===== src/rtl/ct_pkg.sv =====
package ct_pkg;
   typedef enum logic [2:0] {
      SRC_CNT_EXT    = 3'b000,
      SRC_CNT_TXA    = 3'b001,
      SRC_CNT_TXB    = 3'b010,
      SRC_CNT_XDIV   = 3'b011,
      SRC_TMR_EXT    = 3'b100,
      SRC_TMR_EXTDIV = 3'b101,
      SRC_TMR_XTAL   = 3'b110,
      SRC_TMR_XDIV   = 3'b111
   } ct_src_e;

   localparam int NUM_SRC = 4;
   localparam int IDX_EXT  = 0;
   localparam int IDX_TXA  = 1;
   localparam int IDX_TXB  = 2;
   localparam int IDX_XTAL = 3;

   function automatic logic is_timer(input logic [2:0] code);
      return code[2];
   endfunction
endpackage


===== src/rtl/ct_sync.sv =====
// Synchronizes one slow source and emits a single-cycle pulse per rising edge.
module ct_sync #(
   parameter int STAGES = 2
) (
   input  logic clk,
   input  logic rst_n,
   input  logic d,
   output logic rise
);
   if (STAGES < 2) begin : g_bad_stages
      $error("ct_sync: STAGES must be at least 2");
   end

   logic [STAGES:0] sh;

   always_ff @(posedge clk or negedge rst_n) begin
      if (!rst_n) sh <= '0;
      else        sh <= {sh[STAGES-1:0], d};
   end

   assign rise = sh[STAGES-1] & ~sh[STAGES];
endmodule


===== src/rtl/ct_prescale.sv =====
// Divides an enable-pulse stream by DIV; cleared synchronously.
module ct_prescale #(
   parameter int DIV = 16
) (
   input  logic clk,
   input  logic rst_n,
   input  logic clr,
   input  logic en_in,
   output logic en_out
);
   if (DIV < 1) begin : g_bad_div
      $error("ct_prescale: DIV must be positive");
   end

   if (DIV == 1) begin : g_pass
      assign en_out = en_in;
   end else begin : g_div
      localparam int PW = $clog2(DIV);
      logic [PW-1:0] cnt;
      logic          wrap;

      assign wrap   = (cnt == PW'(DIV - 1));
      assign en_out = en_in & wrap;

      always_ff @(posedge clk or negedge rst_n) begin
         if (!rst_n)     cnt <= '0;
         else if (clr)   cnt <= '0;
         else if (en_in) cnt <= wrap ? '0 : cnt + 1'b1;
      end
   end
endmodule


===== src/rtl/ct_core.sv =====
// Down counter with counter/timer behaviour, ready flag and square output.
module ct_core #(
   parameter int CNT_W = 16
) (
   input  logic             clk,
   input  logic             rst_n,
   input  logic             tick,
   input  logic             timer_mode,
   input  logic [CNT_W-1:0] preload,
   input  logic             start_cmd,
   input  logic             stop_cmd,
   output logic             ready,
   output logic             sq_out
);
   logic [CNT_W-1:0] cnt;
   logic             run;
   logic             expire;

   assign expire = (cnt <= CNT_W'(1));

   always_ff @(posedge clk or negedge rst_n) begin
      if (!rst_n) begin
         cnt    <= '0;
         run    <= 1'b0;
         ready  <= 1'b0;
         sq_out <= 1'b0;
      end else if (stop_cmd) begin
         run   <= 1'b0;
         ready <= 1'b0;
      end else if (start_cmd) begin
         run    <= 1'b1;
         cnt    <= preload;
         sq_out <= 1'b0;
      end else if (run && tick) begin
         if (!expire) begin
            cnt <= cnt - 1'b1;
         end else if (timer_mode) begin
            cnt    <= preload;
            sq_out <= ~sq_out;
            if (!sq_out) ready <= 1'b1;
         end else begin
            cnt   <= '0;
            run   <= 1'b0;
            ready <= 1'b1;
         end
      end
   end
endmodule


===== src/rtl/uart_ctr_timer.sv =====
module uart_ctr_timer
   import ct_pkg::*;
#(
   parameter int CNT_W       = 16,
   parameter int PRESCALE    = 16,
   parameter int SYNC_STAGES = 2
) (
   input  logic             clk,
   input  logic             rst_n,
   input  logic             ext_in,
   input  logic             txa_clk,
   input  logic             txb_clk,
   input  logic             xtal_clk,
   input  logic [2:0]       src_sel,
   input  logic             preload_we,
   input  logic [CNT_W-1:0] preload_wdata,
   input  logic             start_cmd,
   input  logic             stop_cmd,
   output logic             ready,
   output logic             sq_out
);
   if (CNT_W < 2 || CNT_W > 32) begin : g_bad_w
      $error("uart_ctr_timer: CNT_W out of range");
   end
   if ((PRESCALE & (PRESCALE - 1)) != 0) begin : g_bad_pre
      $error("uart_ctr_timer: PRESCALE must be a power of two");
   end

   logic [NUM_SRC-1:0] raw_src;
   logic [NUM_SRC-1:0] edge_p;
   logic               ext_div, xtal_div;
   logic               tick;
   logic [CNT_W-1:0]   preload_q;

   assign raw_src[IDX_EXT]  = ext_in;
   assign raw_src[IDX_TXA]  = txa_clk;
   assign raw_src[IDX_TXB]  = txb_clk;
   assign raw_src[IDX_XTAL] = xtal_clk;

   for (genvar i = 0; i < NUM_SRC; i++) begin : g_sync
      ct_sync #(.STAGES(SYNC_STAGES)) u_sync (
         .clk   (clk),
         .rst_n (rst_n),
         .d     (raw_src[i]),
         .rise  (edge_p[i])
      );
   end

   ct_prescale #(.DIV(PRESCALE)) u_pre_ext (
      .clk(clk), .rst_n(rst_n), .clr(start_cmd),
      .en_in(edge_p[IDX_EXT]), .en_out(ext_div)
   );

   ct_prescale #(.DIV(PRESCALE)) u_pre_xtal (
      .clk(clk), .rst_n(rst_n), .clr(start_cmd),
      .en_in(edge_p[IDX_XTAL]), .en_out(xtal_div)
   );

   always_comb begin
      case (ct_src_e'(src_sel))
         SRC_CNT_EXT:    tick = edge_p[IDX_EXT];
         SRC_CNT_TXA:    tick = edge_p[IDX_TXA];
         SRC_CNT_TXB:    tick = edge_p[IDX_TXB];
         SRC_CNT_XDIV:   tick = xtal_div;
         SRC_TMR_EXT:    tick = edge_p[IDX_EXT];
         SRC_TMR_EXTDIV: tick = ext_div;
         SRC_TMR_XTAL:   tick = edge_p[IDX_XTAL];
         SRC_TMR_XDIV:   tick = xtal_div;
         default:        tick = 1'b0;
      endcase
   end

   always_ff @(posedge clk or negedge rst_n) begin
      if (!rst_n)          preload_q <= '0;
      else if (preload_we) preload_q <= preload_wdata;
   end

   ct_core #(.CNT_W(CNT_W)) u_core (
      .clk        (clk),
      .rst_n      (rst_n),
      .tick       (tick),
      .timer_mode (is_timer(src_sel)),
      .preload    (preload_q),
      .start_cmd  (start_cmd),
      .stop_cmd   (stop_cmd),
      .ready      (ready),
      .sq_out     (sq_out)
   );
endmodule


===== config.mk =====
export PLATFORM = sky130hd
export DESIGN_NAME = uart_ctr_timer
export DESIGN_NICKNAME = d
export VERILOG_FILES = /design/src/rtl/ct_pkg.sv /design/src/rtl/ct_sync.sv /design/src/rtl/ct_prescale.sv /design/src/rtl/ct_core.sv /design/src/rtl/uart_ctr_timer.sv
export SDC_FILE = /design/constraint.sdc
export NUM_CORES = 1
export LEC_CHECK = 0
export BUFFER_PORTS_ARGS = -buffer_cell sky130_fd_sc_hd__buf_4
export CAP_MARGIN = 20
export CORE_MARGIN = 2
export CORE_UTILIZATION = 45
export CTS_BUF_LIST = sky130_fd_sc_hd__clkbuf_8
export CTS_CLUSTER_DIAMETER = 50
export CTS_CLUSTER_SIZE = 28
export DETAILED_ROUTE_END_ITERATION = 10
export PLACE_DENSITY = 0.64
export SYNTH_ARGS = -nofsm -noshare
export SYNTH_HDL_FRONTEND = slang
export SYNTH_SLANG_ARGS = --single-unit

===== constraint.sdc =====
create_clock -name clk -period 4.9 [get_ports clk]
set_input_delay 0.49 -clock clk [delete_from_list [all_inputs] [get_ports clk]]
set_output_delay 0.49 -clock clk [all_outputs]
set_load 0.01 [all_outputs]

==> flow_summary.toml <==
[run_status]
outcome = "finished clean"

[detailed_routing]
wl_per_cell_um = 14.62
drt_pass1_iterations = 4
wl_mm = 5.118
ant_nets = 0
drt-initial-drc-count = 135
drc_errors = 0
routed-via-count = 1960
vias_per_cell = 5.600

[floorplanning]
row_count = 27
ios = 30
dieArea_um2 = 6384
die_h_um = 79.90
die_w_um = 79.90
start_util_pct = 46.79
coreArea_um2 = 5540

[clock_network]
cts_root_buf = "clkbuf_8"
clk_latency_ns = 0.31
ctsResizeCount = 0
clk_transition_reported_paths_ns = 0.09
h-tree-depth = 2
cts_buffers = 5
clock-sinks = 55
post_cts_buffers = 0
holdBufCountCts = 0
tritoncts = "done"
clockBufferDepth = 2

[sta]
tns_ns = 0
period_needed_ns = 2.835
max-slew-margin-rel_pct = 50.09
finalWorstSetupSlack_ns = 2.065
rsz0062_at_grt = "no"
hold_viol = 0
worst_pin_slew_ns = 0.7462
max_freq_mhz = 352.7
finClkSkew_ns = 0.007914
setup_viol = 0
min_period_over_period_pct = 57.86
slew_viol_final = 0

[power_and_ir_drop]
power.leakage_nw = 1.278
power_frac_clock_pct = 29.0
vdd_drop_max_uv = 201.6
pwr-share-seq_pct = 52.4
power_switching_share_pct = 28.70
power.switching_mw = 0.3093
combPwrFrac_pct = 18.6
power.density_nw_per_um2 = 361.7
p_int_mw = 0.7683

[setup_path]
worstPathArrival_ns = 3.04
crit_cells = 5
worst_path_largest_cell_delay_ns = 0.66
r2r_end = "u_core.sq_out$_DFFE_PN0P_"
r2r_start = "u_core.cnt[5]$_DFFE_PN0P_"
crit_buf_inv = 0
reg2regPathDepth = 5
critPathTopFamily = "compound AO/OA/AOI/OAI gates"
cp_slowest_cell = "a211oi_4"
critPathMaxFanout = 16
cp_cell_sequence = "or4_4 > or3_4 > o31a_1 > a211oi_4 > mux2_2"
worstPathRequired_ns = 5.10
worst_setup_path_end_kind = "register"
rrSetupSlack_ns = 2.07
worstSetupPathType = "reg -> reg"
startpoint_type = "register"

[synthesis]
synthFlopType = "dfrtp_1"
yosysWarnings = 0
synth-seq-cells = 55
synth_area_um2 = 2592
synth_edf_count = 0
syn_nets = 281
synth_top_area_share_pct = 53.09
syn_avg_cell_area_um2 = 10.41
synth_area_leaders = "dfrtp_1 (53%), mux2_2 (7.4%), nand2_1 (4.2%)"
ys_types = 45
seq_area_frac_synth_pct = 53.09
synth_top_cell_by_area = "dfrtp_1"
syn_inst = 249
ys_async_sr_fraction_pct = 100.0

[grt]
antenna_found_initial = 0
grt_pass1_vias = 1853
grt_util_all_layers_pct = 17.54
grt_first_pass_wirelength_mm = 8.797
grt_max_degree = 56
grt-ovfl-total = 0

[flow_run]
drv_cap = 0

[placement]
place_ws_ns = 2.097
dp_hpwl_mm = 3.563
io_buffers = 29
routabilityCongestion = 0.8686

[final_layout]
antenna_cells = 0
nets = 309
drive_gt1_share_pct = 21.58
nFillCells = 516
area_growth_syn_to_layout_pct = 14.91

[hold_path]
min_path_type = "in -> async"
-- sequential cells by signal, indices dropped and copies added, names as in the netlist --
register,count
u_pre_xtal.g_div.cnt,4
preload_q,16
g_sync.u_sync.sh,12
u_pre_ext.g_div.cnt,4
u_core.ready,1
u_core.cnt,16
u_core.run,1
u_core.sq_out,1
-- power groups by stage --
stage	Clock, mW	Sequential (mW)	Combinational, mW
4_1_cts	0.319	0.563	0.201
2_1_floorplan	0	0.554	0.147
6_report	0.313	0.564	0.201
3_5_place_dp	0	0.572	0.201
3_3_place_gp	0	0.571	0.199
5_1_grt	0.337	0.575	0.228
-- through the flow --
stage	area [um^2]	utilization [%]	power [mW]	hold WS, ns	std cells
CTS	2979	53.77	1.084	0.2409	350
finish	2979	53.77	1.078	0.2166	350
global route	2979	53.77	1.140	0.2609	350
global placement	2861	51.65	0.7697	0.3334	342
detailed placement	2861	51.65	0.7732	0.3355	342
floorplan	2592	-	0.7008	0.1944	249
-- metal layers --
layer  track usage [%]  part of all wire (%)  vias to the layer above
met1             25.41                    49                      957
li1                  -                     -                      952
met5                 0                     0                        -
met4             4.915                   1.2                        0
met2             26.83                    46                       46
met3             3.507                   4.4                        5
-- placed cells by master (no fill, tap or decap), types with 3 or more instances in the layout --
master / instances
a21oi_1: 20
a221o_1: 4
a32oi_1: 3
buf_4: 29
clkbuf_8: 6
dfrtp_1: 55
ha_1: 4
inv_1: 8
mux2_2: 17
nand2_1: 29
nand2b_1: 4
nand3_1: 6
nor2_1: 23
nor2b_1: 4
nor3_1: 9
nor4_1: 3
o21ai_0: 14
o311ai_0: 3
or3_1: 4
-- cell families after synthesis --
logic type                 Yosys count  share of synthesized area [%]
AOI/OAI and AO/OA                   65                          17.67
DFF                                 55                          53.09
adders and majority gates            4                          1.931
and+or+nand+nor                     90                          16.60
xor gates and xnor gates             2                         0.6758
muxes                               17                          7.384
buffers and inverters               16                          2.654
-- synthesized netlist by cell type (6+ instances only) --
| cell | number |
|---|---|
| a21oi_1 | 20 |
| clkbuf_1 | 6 |
| dfrtp_1 | 55 |
| inv_1 | 8 |
| mux2_2 | 17 |
| nand2_1 | 29 |
| nand3_1 | 6 |
| nor2_1 | 23 |
| nor3_1 | 9 |
| o21ai_0 | 14 |
-- worst max-delay path by stage --
stage | from | end | slack [ns]
final | u_core.cnt[5]$_DFFE_PN0P_ | u_core.sq_out$_DFFE_PN0P_ | 2.07
after global routing | u_core.cnt[10]$_DFFE_PN0P_ | u_core.sq_out$_DFFE_PN0P_ | 1.92
after CTS | u_core.cnt[5]$_DFFE_PN0P_ | u_core.sq_out$_DFFE_PN0P_ | 2.08
after detailed placement | u_core.cnt[5]$_DFFE_PN0P_ | u_core.sq_out$_DFFE_PN0P_ | 2.10
after global placement | u_core.cnt[5]$_DFFE_PN0P_ | u_core.sq_out$_DFFE_PN0P_ | 2.14
after floorplan | u_core.cnt[5]$_DFFE_PN0P_ | u_core.sq_out$_DFFE_PN0P_ | 2.51
-- area by class of cell --
cell class,instances,area [um^2],area share (%)
clock inverters,2,35.03,1.176
clock buffers,6,82.58,2.772
flip-flops and latches,55,1376,46.20
repair buffers,29,217.7,7.308
inverters,8,30.03,1.008
multi-input cells,178,1147,38.51
well taps,72,90.09,3.024
No activity file was read; power rests on OpenSTA's default activity.
